## src/rtl/crc32c_pkg.sv

```systemverilog
package crc32c_pkg;
   localparam int unsigned CRC_W      = 32;
   localparam logic [31:0] POLY_REFL  = 32'h82F63B78;
   localparam logic [31:0] PRESET     = 32'hFFFF_FFFF;
   localparam logic [31:0] FINAL_XOR  = 32'hFFFF_FFFF;

   typedef enum logic [1:0] {
      ST_IDLE = 2'd0,
      ST_ACT  = 2'd1,
      ST_PAD  = 2'd2,
      ST_FIN  = 2'd3
   } unit_st_t;
endpackage

```

## src/rtl/crc32c_byte_step.sv

```systemverilog
module crc32c_byte_step #(
   parameter int unsigned          W      = 32,
   parameter int unsigned          BYTE_W = 8,
   parameter logic [W-1:0]         POLY   = 32'h82F63B78
) (
   input  logic [W-1:0]      crc_i,
   input  logic [BYTE_W-1:0] data_i,
   output logic [W-1:0]      crc_o
);
   if (BYTE_W > W) begin : g_bad_width
      $error("crc32c_byte_step: BYTE_W must not exceed W");
   end

   logic [W-1:0] stage [BYTE_W+1];

   assign stage[0] = crc_i ^ {{(W-BYTE_W){1'b0}}, data_i};

   for (genvar k = 0; k < BYTE_W; k++) begin : g_bit
      assign stage[k+1] = stage[k][0] ? ((stage[k] >> 1) ^ POLY)
                                      :  (stage[k] >> 1);
   end

   assign crc_o = stage[BYTE_W];
endmodule

```

## src/rtl/crc32c_pad_ctrl.sv

```systemverilog
module crc32c_pad_ctrl
   import crc32c_pkg::*;
#(
   parameter int unsigned ALIGN_BYTES = 4
) (
   input  logic clk,
   input  logic rst_n,
   input  logic start_i,
   input  logic valid_i,
   input  logic last_i,
   output logic step_en_o,
   output logic step_pad_o,
   output logic done_o
);
   if (ALIGN_BYTES == 0 || (ALIGN_BYTES & (ALIGN_BYTES - 1)) != 0) begin : g_bad_align
      $error("crc32c_pad_ctrl: ALIGN_BYTES must be a power of two");
   end

   unit_st_t st_q, st_d;
   logic     take;

   assign take       = valid_i && (start_i || st_q == ST_ACT);
   assign step_pad_o = (st_q == ST_PAD) && !start_i;
   assign step_en_o  = take || step_pad_o;
   assign done_o     = (st_q == ST_FIN);

   if (ALIGN_BYTES == 1) begin : g_noalign
      always_comb begin
         st_d = st_q;
         if (start_i) begin
            st_d = (take && last_i) ? ST_FIN : ST_ACT;
         end else begin
            case (st_q)
               ST_ACT:  if (take && last_i) st_d = ST_FIN;
               ST_FIN:  st_d = ST_IDLE;
               default: st_d = st_q;
            endcase
         end
      end

      always_ff @(posedge clk or negedge rst_n) begin
         if (!rst_n) st_q <= ST_IDLE;
         else        st_q <= st_d;
      end
   end else begin : g_align
      localparam int unsigned CNT_W = $clog2(ALIGN_BYTES);
      localparam logic [CNT_W-1:0] ONE = CNT_W'(1);

      logic [CNT_W-1:0] cnt_q, cnt_d, pad_q, pad_d;
      logic [CNT_W-1:0] cnt_base, cnt_next, pad_need;

      always_comb begin
         cnt_base = start_i ? '0 : cnt_q;
         cnt_next = cnt_base + ONE;
         pad_need = '0 - cnt_next;

         st_d  = st_q;
         cnt_d = cnt_q;
         pad_d = pad_q;

         if (take)              cnt_d = cnt_next;
         else if (start_i)      cnt_d = '0;
         if (start_i)           st_d  = ST_ACT;

         if (take && last_i) begin
            pad_d = pad_need;
            st_d  = (pad_need == '0) ? ST_FIN : ST_PAD;
         end else if (!start_i) begin
            case (st_q)
               ST_PAD: begin
                  pad_d = pad_q - ONE;
                  if (pad_q == ONE) st_d = ST_FIN;
               end
               ST_FIN:  st_d = ST_IDLE;
               default: st_d = st_q;
            endcase
         end
      end

      always_ff @(posedge clk or negedge rst_n) begin
         if (!rst_n) begin
            st_q  <= ST_IDLE;
            cnt_q <= '0;
            pad_q <= '0;
         end else begin
            st_q  <= st_d;
            cnt_q <= cnt_d;
            pad_q <= pad_d;
         end
      end

      // the final pad cycle hands over to the finish cycle
      p_pad_to_fin_r3: assert property (@(posedge clk) disable iff (!rst_n)
         (st_q == ST_PAD && pad_q == ONE && !start_i) |=> (st_q == ST_FIN));

      // padding is only entered with work left to do
      p_pad_nonzero_r3: assert property (@(posedge clk) disable iff (!rst_n)
         (st_q == ST_PAD) |-> (pad_q != '0));
   end

   // no unit open and no start means no update
   p_idle_ignores_r8: assert property (@(posedge clk) disable iff (!rst_n)
      (st_q == ST_IDLE && !start_i) |-> !step_en_o);

   // a last byte always leaves the data phase
   p_last_leaves_act_r3: assert property (@(posedge clk) disable iff (!rst_n)
      (take && last_i) |=> (st_q != ST_ACT));
endmodule

```

## src/rtl/crc32c_digest_engine.sv

```systemverilog
module crc32c_digest_engine
   import crc32c_pkg::*;
#(
   parameter int unsigned ALIGN_BYTES = 4,
   parameter int unsigned BYTE_W      = 8,
   parameter logic [31:0] POLY        = POLY_REFL,
   parameter logic [31:0] INIT        = PRESET,
   parameter logic [31:0] XOR_OUT     = FINAL_XOR
) (
   input  logic              clk,
   input  logic              rst_n,
   input  logic              start_i,
   input  logic              byte_valid_i,
   input  logic [BYTE_W-1:0] byte_i,
   input  logic              last_i,
   input  logic              digest_en_i,
   input  logic              check_en_i,
   input  logic [CRC_W-1:0]  expect_i,
   output logic              done_o,
   output logic              digest_valid_o,
   output logic [CRC_W-1:0]  digest_o,
   output logic              mismatch_o
);
   if (BYTE_W != 8) begin : g_bad_byte
      $error("crc32c_digest_engine: byte-serial engine needs BYTE_W == 8");
   end

   logic              step_en, step_pad, fin;
   logic              dig_en_q, chk_en_q;
   logic [CRC_W-1:0]  crc_q, crc_d, crc_src, crc_step, digest_w;
   logic [BYTE_W-1:0] data_src;

   crc32c_pad_ctrl #(.ALIGN_BYTES(ALIGN_BYTES)) u_ctrl (
      .clk        (clk),
      .rst_n      (rst_n),
      .start_i    (start_i),
      .valid_i    (byte_valid_i),
      .last_i     (last_i),
      .step_en_o  (step_en),
      .step_pad_o (step_pad),
      .done_o     (fin)
   );

   assign crc_src  = start_i  ? INIT : crc_q;
   assign data_src = step_pad ? '0   : byte_i;

   crc32c_byte_step #(.W(CRC_W), .BYTE_W(BYTE_W), .POLY(POLY)) u_step (
      .crc_i  (crc_src),
      .data_i (data_src),
      .crc_o  (crc_step)
   );

   assign crc_d = step_en ? crc_step : crc_src;

   always_ff @(posedge clk or negedge rst_n) begin
      if (!rst_n) begin
         crc_q    <= INIT;
         dig_en_q <= 1'b0;
         chk_en_q <= 1'b0;
      end else begin
         crc_q <= crc_d;
         if (start_i) begin
            dig_en_q <= digest_en_i;
            chk_en_q <= check_en_i;
         end
      end
   end

   assign digest_w       = crc_q ^ XOR_OUT;
   assign done_o         = fin;
   assign digest_valid_o = fin && dig_en_q;
   assign digest_o       = dig_en_q ? digest_w : '0;
   assign mismatch_o     = fin && dig_en_q && chk_en_q && (digest_w != expect_i);

   // done is a single-cycle strobe unless a new unit finishes at once
   p_done_pulse_r4: assert property (@(posedge clk) disable iff (!rst_n)
      (done_o && !start_i) |=> !done_o);

   // a start without a byte leaves the register at the preset
   p_start_presets_r7: assert property (@(posedge clk) disable iff (!rst_n)
      (start_i && !byte_valid_i) |=> (crc_q == INIT));

   // mode bits change only on a start
   p_modes_hold_r5: assert property (@(posedge clk) disable iff (!rst_n)
      !start_i |=> ($stable(dig_en_q) && $stable(chk_en_q)));

   // the digest holds after done until the next start
   p_digest_hold_r4: assert property (@(posedge clk) disable iff (!rst_n)
      (done_o && !start_i) |=> $stable(digest_o));
endmodule

```

## config.mk

```make
export PLATFORM = sky130hd
export DESIGN_NAME = crc32c_digest_engine
export DESIGN_NICKNAME = d
export VERILOG_FILES = /design/src/rtl/crc32c_pkg.sv /design/src/rtl/crc32c_byte_step.sv /design/src/rtl/crc32c_pad_ctrl.sv /design/src/rtl/crc32c_digest_engine.sv
export SDC_FILE = /design/constraint.sdc
export NUM_CORES = 1
export LEC_CHECK = 0
export ABC_AREA = 1
export BUFFER_PORTS_ARGS = -buffer_cell sky130_fd_sc_hd__buf_2
export CAP_MARGIN = 20
export CORE_MARGIN = 4
export CORE_UTILIZATION = 56
export CTS_CLUSTER_DIAMETER = 100
export DETAILED_ROUTE_END_ITERATION = 8
export GPL_TIMING_DRIVEN = 0
export PLACE_DENSITY_LB_ADDON = 0.05
export SLEW_MARGIN = 20
export SYNTH_ARGS = -nofsm -noshare
export SYNTH_HDL_FRONTEND = slang
export SYNTH_SLANG_ARGS = --single-unit
```

## constraint.sdc

```tcl
create_clock -name clk -period 2.38 [get_ports clk]
set_clock_uncertainty 0.2 [all_clocks]
set_input_delay 0.238 -clock clk [delete_from_list [all_inputs] [get_ports clk]]
set_output_delay 0.238 -clock clk [all_outputs]
set_load 0.02 [all_outputs]
```

After elaboration in Yosys (flattened, before gate mapping)
Cells that the tools add are included.
Storage, ports and cells
  register bits: 40
  output and inout bits: 35
  input bits: 47
Cells by class
  bitwise logic cells: 10
  eq/ne operators: 6
  reductions and logical operators: 13
  $add $sub $neg: 3
  multiplexer cells: 23
Operators with widths (number)
  $mux W32: 11
  $not A16 Y17: 8
  $ne A32 B32 Y1: 1
  $not A32 Y32: 1
  $xor A32 B8 Y32: 1
  $mux W2: 9
  $mux W8: 1
  $logic_and A1 B1 Y1: 6
  $eq A2 B1 Y1 const B: 2
  $eq A2 B2 Y1 const B: 2
  $pmux W2 S2: 1
  $reduce_bool A4 Y1: 1
  $add A2 B1 Y2 const B: 1
  $logic_not A2 Y1: 1
  $logic_or A1 B1 Y1: 2
  $ne A2 B1 Y1 const B: 1
  $reduce_and A2 Y1: 1
  $reduce_bool A2 Y1: 1
  $sub A1 B2 Y2 const A: 1
  $sub A2 B1 Y2 const B: 1
  $logic_not A1 Y1: 1
  $mux W1: 1

Longest topological paths before layout
Gate-level depths: netlist of run 1.
  depth after elaboration: 21
  mapped depth: 18

Hierarchy
Synthesis of run 1 repeated with hierarchy kept, for this count alone.
Second synthesis, totals
  cell total of the unflattened synthesis: 719
  area total of the unflattened synthesis: 4304.1 µm²
Modules (own cells, without submodules)
  crc32c_digest_engine: times used 1, area an instance 2344.7 µm², cells each 380, sequential area each 890.9 µm²
  crc32c_byte_step: times used 1, area an instance 1582.8 µm², cells each 290, sequential area each 0.0 µm²
  crc32c_pad_ctrl: times used 1, area an instance 376.6 µm², cells each 49, sequential area each 150.1 µm²

Worst setup path before layout of run 1
No wires, ideal clock.
  kind: flip-flop to flip-flop
  start: register u_ctrl.st_q[0]
  end: register crc_q[3]
  path buffers: 1
  data required time: 2116 ps
  cell stages (with the launch flop): 14
  path slack: 437 ps
  arrival time: 1679 ps
  period minus slack after synthesis: 1943 ps
  cell sequence: dfrtp_1 inv_1 nand3_4 buf_6 nand3_2 nand2_4 nand2_1 nand2_2 nand2_1 nand3_2 nand2_4 nand2_4 or2_1 nand3_1
On the way
  cells in the longest elaborated chain, start to end: 18
  elaborated cells between the ends (all ways): 25
  classes of those cells: 2 x eq/ne; 10 x mux; 9 x bitwise; 4 x reduce/logical
Ends and longest elaborated chain
  from (decl): line crc32c_pad_ctrl.sv:19  | unit_st_t st_q, st_d;
  from (signal assigned): line crc32c_pad_ctrl.sv:86  | st_q <= st_d;
  $eq A2 B2 Y1: line crc32c_pad_ctrl.sv:23  | assign step_pad_o = (st_q == ST_PAD) && !start_i;
  $logic_and A1 B1 Y1: line crc32c_pad_ctrl.sv:23
  $mux W8: line crc32c_digest_engine.sv:45  | assign data_src = step_pad ? '0 : byte_i;
  $xor A32 B8 Y32: line crc32c_byte_step.sv:16  | assign stage[0] = crc_i ^ {{(W-BYTE_W){1'b0}}, data_i};
  $mux W32 (2 in a row): line crc32c_byte_step.sv:19  | assign stage[k+1] = stage[k][0] ? ((stage[k] >> 1) ^ POLY)
  $not A16 Y17 (no line)
  $mux W32 (2 in a row): line crc32c_byte_step.sv:19
  $not A16 Y17 (no line)
  $mux W32: line crc32c_byte_step.sv:19
  $not A16 Y17 (no line)
  $mux W32: line crc32c_byte_step.sv:19
  $not A16 Y17 (no line)
  $mux W32: line crc32c_byte_step.sv:19
  $not A16 Y17 (no line)
  $mux W32: line crc32c_byte_step.sv:19
  $mux W32 (*): line crc32c_digest_engine.sv:53  | assign crc_d = step_en ? crc_step : crc_src;
  net crc_d[3]: line crc32c_digest_engine.sv:30  | logic [CRC_W-1:0] crc_q, crc_d, crc_src, crc_step, digest_w;
  to (signal assigned): line crc32c_digest_engine.sv:61  | crc_q <= crc_d;
  to (decl): line crc32c_digest_engine.sv:30
The timed path passes the listed nets; every way through them passes the cells marked *.
A chain may end at the register's enable or synchronous reset.

Worst setup path in the final report of run 1
  start: register crc_q[25]
  end: output mismatch_o
On the way
  cells in the longest elaborated chain, start to end: 3
Ends and longest elaborated chain
  $not A32 Y32 (no line)
  $ne A32 B32 Y1: line crc32c_digest_engine.sv:73  | assign mismatch_o = fin && dig_en_q && chk_en_q && (digest_w != expect_i);
  $logic_and A1 B1 Y1: line crc32c_digest_engine.sv:73
  to (decl): line crc32c_digest_engine.sv:22  | output logic mismatch_o
No other way between the ends.

==> results of run 1 <==
worst min-delay path by stage:
| stage | slack, ns | from | endpoint | cells after the start |
|---|---|---|---|---|
| floorplan | -0.26 | rst_n | chk_en_q$_DFFE_PN0P_ | 0 |
| global placement | 0.21 | rst_n | u_ctrl.g_align.cnt_q[0]$_DFF_PN0_ | 1 |
| detailed placement | 0.22 | rst_n | u_ctrl.g_align.cnt_q[0]$_DFF_PN0_ | 1 |
| CTS | 0.05 | start_i | chk_en_q$_DFFE_PN0P_ | 4 |
| global route | 0.06 | start_i | chk_en_q$_DFFE_PN0P_ | 4 |
| finish | 0.05 | start_i | chk_en_q$_DFFE_PN0P_ | 4 |
cell type report:
cell class                 count  area (µm²)
buffer                        14        96.3
clock buffer                   6        82.6
clock inverter                 2        10.0
fill                         573        1920
inverter                      46         178
multi-input combinational    476        2750
sequential                    40        1040
tap                           80         100
timing repair buffer         100         578
stage by stage:
step / power (mW) / hold WS, ns
6_report: 5.69 / 0.0524
4_1_cts: 5.31 / 0.0515
2_1_floorplan: 3.81 / -0.258
3_3_place_gp: 4.64 / 0.215
3_5_place_dp: 4.71 / 0.224
5_1_grt: 6.12 / 0.0634
routing by layer:
layer / vias to the layer above / part of all wire (%)
li1: 2037 / -
met1: 1974 / 41
met2: 175 / 48
met3: 27 / 7.9
met4: 0 / 2.8
met5: - / 0
power breakdown:
part           switching (mW)  total, mW  internal, mW
clock network           0.258      0.490         0.232
registers               0.332       1.46          1.13
logic                    2.32       3.74          1.42
total                    2.91       5.69          2.78
state kept, by name, indices dropped and copies added, names as in the netlist:
signal / count
u_ctrl.g_align.pad_q: 2
chk_en_q: 1
u_ctrl.st_q: 2
u_ctrl.g_align.cnt_q: 2
crc_q: 32
dig_en_q: 1
repair_timing:
action	CTS	global route
pin swaps	6	12
endpoints found under the setup margin	2	23
endpoints found under the hold margin	10	0
cloned	0	1
resized for setup	10	42
buffers inserted	3	13
hold buffers	3	0
synthesized netlist by cell type, types with 8 or more instances:
| cell type | number |
|---|---|
| clkbuf_1 | 8 |
| dfrtp_1 | 8 |
| dfstp_2 | 32 |
| inv_1 | 37 |
| nand2_1 | 190 |
| nand2_2 | 19 |
| nand2_4 | 12 |
| nand3_1 | 47 |
| nand3_2 | 9 |
| nor2_1 | 68 |
| o21ai_0 | 25 |
| or2_2 | 10 |
| xnor2_1 | 29 |
| xor2_1 | 28 |
logic make-up (layout without fill, tap and decap cells):
kind of cell    after synthesis  in the layout  synth area share (%)
compound gates               40             40                  6.24
xor+xnor                     60             60                  14.3
fa+ha+maj                     2              2                 0.646
buf+inv                      60            168                  6.79
flops                        40             40                  26.9
simple gates                374            374                  45.1
worst max-delay path, cell delays in order (launching register included):
cell     delay [ns]
dfstp_2        0.58
xnor2_2        0.07
nor4_2         0.37
nand4_1        0.16
nor3_2         0.23
nor2_1         0.06
buf_4          0.15
==> reports/qor.yml, run 1 <==
cp_max_fo: 3
antenna_left: 0
ctsLongestPathBuffers: 2
die-area_um2: 8310
hold_class: "input pin to flop"
io_buffers: 80
synth_cell_types: 38
final-setup-viol-count: 0
setup.worst_path.end: "mismatch_o"
dp.cells: 736
place_area_um2: 4370
rrSetupSlack_ns: 0.08
fin_util_pct: 71.6
synthFlopType: "dfstp_2"
met1_usage_pct: 39.5
cts_root_buffer: "clkbuf_8"
endpoint_kind: "output pin"
start_kind: "flop"
peakVddDrop_v: 0.000766
required_ns: 1.94
power_density_nw_per_um2: 1180
syn_area_per_cell_um2: 6.72
synth_area_um2: 3870
p_leak_nw: 2.52
pin_count: 82
mostFrequentLayoutCell: "nand2_1"
grt_max_degree: 41
dp_slack_ns: 0.00463
antenna_found_initial: 0
drtPass1Iterations: 5
start_util_pct: 57.3
yosys_warnings: 0
drive_above_1_share_pct: 35.7
clock_sinks: 40
reg2reg_depth: 13
antennaDiodeCount: 0
ys_seq_area_share_pct: 26.9
final_cell_mix: "nand2_1, buf_2, nor2_1, nand3_1, inv_1"
rsz0062_at_grt: "yes"
area_delta_synth_final_pct: 24.9
worstSkewPairLatency_ns: 0.29
finalNetCount: 732
yosys.area.top_type_share_pct: 21.7
dp_hpwl_um: 9750
grt-busiest-layer: "met2"
die_h_um: 91.2
first_global_vias: 4023
hold_viol: 0
synth_area_leader_cell: "dfstp_2"
die_x_um: 91.2
crit_start: "crc_q[25]$_DFF_PN1_"
timing.fmax_mhz: 426
core_area_um2: 6760
min_period_over_period_pct: 98.6
relSlewSlack_pct: 36.5
grt_pass1_wl_um: 20100
fin_area_um2: 4840
yosys_register_bits: 40
wire_per_inst_um: 16.9
cp.arrival_ns: 1.91
htree_levels: 2
final_cell_count_no_fill: 764
setup_ws_ns: 0.0323
num_vias: 4213
grt_use_total_pct: 30.8
num_rows: 30
critPathKind: "flop to output pin"
syn_nets: 625
timing.rr.start: "u_ctrl.st_q[0]$_DFFE_PN0P_"
synthCells: 576
drt_iter0_drc: 306
use_met2_pct: 51.4
status: "complete, no violations"
place_congestion: 0.915
max_cap_violations: 0
synth_edf_count: 0
synth.area.top_cells: "dfstp_2, nand2_1, nor2_1, xnor2_1, xor2_1"
final.min_clock_period_ns: 2.35
finalMaxSlewViolations: 0
wl_um: 12900
grt_util_met3_pct: 6.05
cts_tree: "done"
fin_tns_setup_ns: 0
worst_pin_slew_ns: 0.952
drc: 0
async_flop_share_pct: 100
viasPerCell: 5.51
overflow: 0
cts.reportedPaths.clkPinSlew_ns: 0.08
r2r_end: "crc_q[3]$_DFF_PN1_"
cts_buffers: 5
Power figures use the tool's default switching activity.
==> inputs of run 2 (changes only) <==
--- a/config.mk
+++ b/config.mk
@@ -14,6 +14,7 @@
 export DETAILED_ROUTE_END_ITERATION = 8
 export GPL_TIMING_DRIVEN = 0
 export PLACE_DENSITY_LB_ADDON = 0.05
+export REMOVE_ABC_BUFFERS = 1
 export SLEW_MARGIN = 20
 export SYNTH_ARGS = -nofsm -noshare
 export SYNTH_HDL_FRONTEND = slang
==> run 2 against run 1 <==
The run now ends with negative setup slack left. Clock power increased by 19%. Via count rose by 1.4%. Wire length is 2.5% lower. Count of clock-buffer cells in the layout down 1. Highest routed layer unchanged. Non-clock buffer count is 2 lower.
==> reports/qor.yml, run 2 (synthesis gave the netlist of run 1 again) <==
wl_um: 12600  # was 12900 µm
hold_viol: 0  # unchanged
rrSetupSlack_ns: 0.06  # was 0.08 ns
htree_levels: 2  # unchanged
max_cap_violations: 0  # unchanged
mostFrequentLayoutCell: "nand2_1"  # unchanged
dp_hpwl_um: 8510  # was 9750 µm
io_buffers: 81  # was 80
cp_top_family: "simple AND/OR/NAND/NOR gates"  # unchanged
grt_pass1_wl_um: 19400  # was 20100 µm
antenna_left: 0  # unchanged
timing.rr.start: "u_ctrl.st_q[0]$_DFFE_PN0P_"  # unchanged
drive_above_1_share_pct: 36.3  # was 35.7%
cts_buffers: 5  # unchanged
met1_usage_pct: 37.9  # was 39.5%
overflow: 0  # unchanged
worstSkewPairLatency_ns: 0.31  # was 0.29 ns
num_rows: 30  # unchanged
required_ns: 1.94  # about the same
antennaDiodeCount: 0  # unchanged
hp-start: "last_i"  # was start_i
viasPerCell: 5.59  # was 5.51
reg2reg_depth: 15  # was 13
r2r_end: "crc_q[23]$_DFF_PN1_"  # was crc_q[3]$_DFF_PN1_
drc: 0  # unchanged
finalMaxSlewViolations: 0  # unchanged
critPathKind: "flop to output pin"  # unchanged
use_met2_pct: 49.3  # was 51.4%
top_register: "crc_q"  # unchanged
p_leak_nw: 2.54  # was 2.52 nW
cts.reportedPaths.clkPinSlew_ns: 0.09  # was 0.08 ns
dp.cells: 723  # was 736
path_cells: "xnor2_2 > nor4_4 > nand4_1 > nor3_2 > nor2_1 > buf_4"  # was xnor2_2 > nor4_2 > nand4_1 > nor3_2 > nor2_1 > buf_4
worst_pin_slew_ns: 0.922  # was 0.952 ns
critPathBufInv: 1  # unchanged
finalPower_mw: 5.78  # was 5.69 mW
fillCellCount: 598  # was 573
wire_per_inst_um: 16.5  # was 16.9 µm
grt_max_degree: 45  # was 41
rsz0062_at_grt: "yes"  # unchanged
crit_start: "crc_q[24]$_DFF_PN1_"  # was crc_q[25]$_DFF_PN1_
grt_util_met3_pct: 4.97  # was 6.05%
start_util_pct: 57.3  # unchanged
drtPass1Iterations: 5  # unchanged
final-setup-viol-count: 1  # was 0
dp_slack_ns: -0.843  # was 0.00463 ns
relSlewSlack_pct: 38.5  # was 36.5%
setup_ws_ns: -0.000329  # was 0.0323 ns
largest_reg_flops: 32  # unchanged
hold_class: "input pin to flop"  # unchanged
hold_end: "u_ctrl.st_q[1]$_DFFE_PN0P_"  # was chk_en_q$_DFFE_PN0P_
cp.arrival_ns: 1.94  # was 1.91 ns
first_global_vias: 3942  # was 4023
final_cell_count_no_fill: 764  # unchanged
place_congestion: 0.926  # was 0.915
finalNetCount: 732  # unchanged
final_cell_mix: "nand2_1, buf_2, nor2_1, nand3_1, inv_1"  # unchanged
hold_depth: 3  # was 4
num_vias: 4274  # was 4213
min_period_over_period_pct: 100  # was 98.6%
pin_count: 82  # unchanged
ctsLongestPathBuffers: 2  # unchanged
die_h_um: 91.2  # unchanged
final.min_clock_period_ns: 2.38  # was 2.35 ns
endpoint_kind: "output pin"  # unchanged
power_density_nw_per_um2: 1180  # about the same
cts_tree: "done"  # unchanged
crit_path_top_delay_cell: "dfstp_2"  # unchanged
grt-busiest-layer: "met2"  # unchanged
start_kind: "flop"  # unchanged
core_area_um2: 6760  # unchanged
cpPeakStageDelay_ns: 0.57  # was 0.58 ns
area_delta_synth_final_pct: 26.8  # was 24.9%
grt_use_total_pct: 29.5  # was 30.8%
status: "complete, but fails checks"  # was complete, no violations
die-area_um2: 8310  # unchanged
violations: "negative setup slack"
peakVddDrop_v: 0.000775  # was 0.000766 V
antenna_found_initial: 0  # unchanged
timing.hold.ws_ns: 0.0471  # was 0.0524 ns
clock_sinks: 40  # unchanged
timing.fmax_mhz: 420  # was 426 MHz
drt_iter0_drc: 290  # was 306
die_x_um: 91.2  # unchanged
cts_root_buffer: "clkbuf_8"  # unchanged
cp_max_fo: 2  # was 3
-- run 2: changes by cell type in the layout (fill, tap and decap cells not counted), sizes merged --
cell / change
buf: +7
clkinvlp: +1
nand3: +2
clkinv: -1
clkbuf: -10
bufinv: +1
-- run 2: timing repair --
item,4_1_cts,5_1_grt
cloned,1,1
endpoints found under the setup margin,29,24
endpoints found under the hold margin,10,0
setup buffers,10,18
resized for setup,19,32
hold buffers,3,0
pin swaps,8,21
-- run 2: worst register-to-register path: cells and delay by family, from the launching register on --
family / cells / cell delay [ns]
buf+inv: 3 / 0.46
compound gates: 1 / 0.10
flops: 1 / 0.40
simple gates: 11 / 1.07
-- run 2: final cells by class --
cell class,count,area [µm²],area share (%)
Clock inverter,3,42.5,0.867
Multi-Input combinational cell,478,2780,56.7
Inverter,46,181,3.70
Sequential cell,40,1040,21.2
Timing Repair Buffer,112,692,14.1
Tap cell,80,100,2.04
Clock buffer,5,68.8,1.40
-- run 2: power breakdown --
part	internal (mW)	switching [mW]	total, mW	leakage (nW)
Sequential	1.13	0.309	1.44	0.433
Clock	0.311	0.274	0.585	0.0541
Combinational	1.46	2.29	3.76	2.05
-- run 2: worst max path at each step --
stage                                to  depth (start not counted)
global placement    crc_q[25]$_DFF_PN1_                          9
CTS                          mismatch_o                          6
global route                 mismatch_o                          6
floorplan                    mismatch_o                          4
finish                       mismatch_o                          6
detailed placement  crc_q[25]$_DFF_PN1_                          9
-- run 2: metal layers --
metal | part of all wire [%] | vias to the layer above
met3 | 7.7 | 39
met5 | 0 | -
met4 | 3.1 | 0
li1 | - | 2047
met1 | 41 | 2010
met2 | 49 | 178
-- run 2: through the flow --
stage | instance area [µm²] | setup TNS [ns] | utilization (%)
6_report | 4910 | -0.000329 | 72.6
5_1_grt | 4910 | -0.430 | 72.6
3_3_place_gp | 4290 | -15.51 | 63.5
4_1_cts | 4620 | 0 | 68.3
2_1_floorplan | 3790 | 0 | -
3_5_place_dp | 4290 | -17.01 | 63.5
==> inputs of run 3 (changes only) <==
==> constraint.sdc (replaced) <==
create_clock -name clk -period 2.7 [get_ports clk]
set_clock_uncertainty 0.2 [all_clocks]
set_input_delay 0.27 -clock clk [delete_from_list [all_inputs] [get_ports clk]]
set_output_delay 0.27 -clock clk [all_outputs]
set_load 0.02 [all_outputs]
==> run 3 against run 2 <==
The run now ends clean. Global-route usage down 1.8 points. First-iteration DRC count up 0.69%. Via count down 5.1%. Hold slack better by 0.033 ns. Sequential cell count unchanged. Core utilization down 6.1 points. Register-to-register slack better by 0.11 ns. Sequential share of layout area up 1.9 points. Count of clock-buffer cells in the layout unchanged. Cell count down 3.4%. Die area unchanged. Wire length down 8.7%. Largest cell class unchanged.
==> reports/qor.yml, run 3 (synthesis gave the netlist of run 1 again) <==
grt_max_degree: 45  # unchanged
mostFrequentLayoutCell: "nand2_1"  # unchanged
fin_util_pct: 66.6  # was 72.6%
power_density_nw_per_um2: 1030  # was 1180 nW/µm²
htree_levels: 2  # unchanged
hold_viol: 0  # unchanged
setup_ws_ns: 0.120  # was -0.000329 ns
place_congestion: 0.926  # unchanged
multi_input_area_um2: 2600  # was 2780 µm²
finalPower_mw: 4.64  # was 5.78 mW
grt_use_total_pct: 27.7  # was 29.5%
rsz0062_at_grt: "yes"  # unchanged
dp_slack_ns: -0.555  # was -0.843 ns
status: "complete, no violations"  # was complete, but fails checks
final-setup-viol-count: 0  # was 1
antenna_found_initial: 0  # unchanged
max_cap_violations: 0  # unchanged
cts.reportedPaths.clkPinSlew_ns: 0.09  # about the same
pin_count: 82  # unchanged
start_util_pct: 57.3  # unchanged
seqCellArea_um2: 1040  # about the same
fillCellCount: 640  # was 598
cp.arrival_ns: 2.11  # was 1.94 ns
finalMaxSlewViolations: 0  # unchanged
wl_um: 11500  # was 12600 µm
worst_pin_slew_ns: 0.925  # was 0.922 ns
viasPerCell: 5.49  # was 5.59
worstSkewPairLatency_ns: 0.30  # was 0.31 ns
drc: 0  # unchanged
hold_class: "input pin to flop"  # unchanged
die_h_um: 91.2  # unchanged
place_area_um2: 4290  # unchanged
cts_tree: "done"  # unchanged
cp_max_fo: 4  # was 2
dp_hpwl_um: 8510  # unchanged
drt_iter0_drc: 292  # was 290
final_cell_mix: "nand2_1, buf_2, nor2_1, nand3_1, inv_1"  # unchanged
endpoint_kind: "output pin"  # unchanged
timing.fmax_mhz: 388
final.min_clock_period_ns: 2.58
peakVddDrop_v: 0.000631  # was 0.000775 V
ctsLongestPathBuffers: 2  # unchanged
relSlewSlack_pct: 38.4  # was 38.5%
p_leak_nw: 2.35  # was 2.54 nW
required_ns: 2.23  # was 1.94 ns
cts_buffers: 5  # unchanged
area_delta_synth_final_pct: 16.1  # was 26.8%
critPathKind: "flop to output pin"  # unchanged
core_area_um2: 6760  # unchanged
num_vias: 4055  # was 4274
first_global_vias: 3756  # was 3942
drive_above_1_share_pct: 29.8  # was 36.3%
io_buffers: 81  # unchanged
overflow: 0  # unchanged
start_kind: "flop"  # unchanged
final_cell_count_no_fill: 738  # was 764
finalNetCount: 706  # was 732
cts_root_buffer: "clkbuf_8"  # unchanged
fin_area_um2: 4500  # was 4910 µm²
largest_reg_flops: 32  # unchanged
fin_tns_setup_ns: 0  # was -0.000329 ns
drtPass1Iterations: 5  # unchanged
wire_per_inst_um: 15.6  # was 16.5 µm
grt_pass1_wl_um: 18300  # was 19400 µm
timing.hold.ws_ns: 0.0802  # was 0.0471 ns
die_x_um: 91.2  # unchanged
dp.cells: 723  # unchanged
antenna_left: 0  # unchanged
num_rows: 30  # unchanged
antennaDiodeCount: 0  # unchanged
clock_sinks: 40  # unchanged
top_register: "crc_q"  # unchanged
min_period_over_period_pct: 95.5
die-area_um2: 8310  # unchanged
[run 3: final timing paths]
kind | to | slack [ns] | from | cells past startpoint
min in group asynchronous | u_ctrl.st_q[1]$_DFFE_PN0P_ | 0.44 | rst_n | 2
min | u_ctrl.st_q[1]$_DFFE_PN0P_ | 0.08 | last_i | 3
min reg2reg | chk_en_q$_DFFE_PN0P_ | 0.28 | chk_en_q$_DFFE_PN0P_ | 2
max | mismatch_o | 0.12 | crc_q[4]$_DFF_PN1_ | 7
max reg2reg | crc_q[25]$_DFF_PN1_ | 0.17 | u_ctrl.st_q[0]$_DFFE_PN0P_ | 13
max in group asynchronous | dig_en_q$_DFFE_PN0P_ | 1.29 | rst_n | 2
[run 3: worst max-delay path, stage by stage, from the launching register on]
cell,delay [ns]
dfstp_2,0.60
nor2_1,0.06
or2_2,0.28
a221oi_1,0.22
nand4_1,0.23
nor3_2,0.23
nor2_1,0.05
buf_2,0.15
[run 3: layer usage]
| layer | GRT usage (%) | vias up | part of all wire (%) |
|---|---|---|---|
| met5 | 0 | - | 0 |
| met4 | 10.6 | 0 | 3.2 |
| met3 | 4.14 | 30 | 7.8 |
| met2 | 46.2 | 169 | 48 |
| met1 | 36.2 | 1874 | 41 |
| li1 | - | 1982 | - |
[run 3: power by group]
| part | total (mW) | internal [mW] | switching [mW] |
|---|---|---|---|
| Combinational | 2.85 | 1.03 | 1.82 |
| Clock | 0.515 | 0.274 | 0.241 |
| Sequential | 1.27 | 0.995 | 0.273 |
[run 3: cell type report]
type	instances	share of cell area, %
timing repair buffer	87	10.2
sequential	40	23.1
clock inverter	3	0.946
multi-input combinational	477	57.9
clock buffer	5	1.53
inverter	46	4.03
tap	80	2.23
[run 3: what timing repair did]
action / CTS / global route
resized for setup: 1 / 5
hold buffers: 3 / 0
endpoints found under the hold margin: 10 / 0
cloned: 0 / 1
setup buffers: 0 / 3
pin swaps: 0 / 1
setup endpoints to repair: 11 / 19
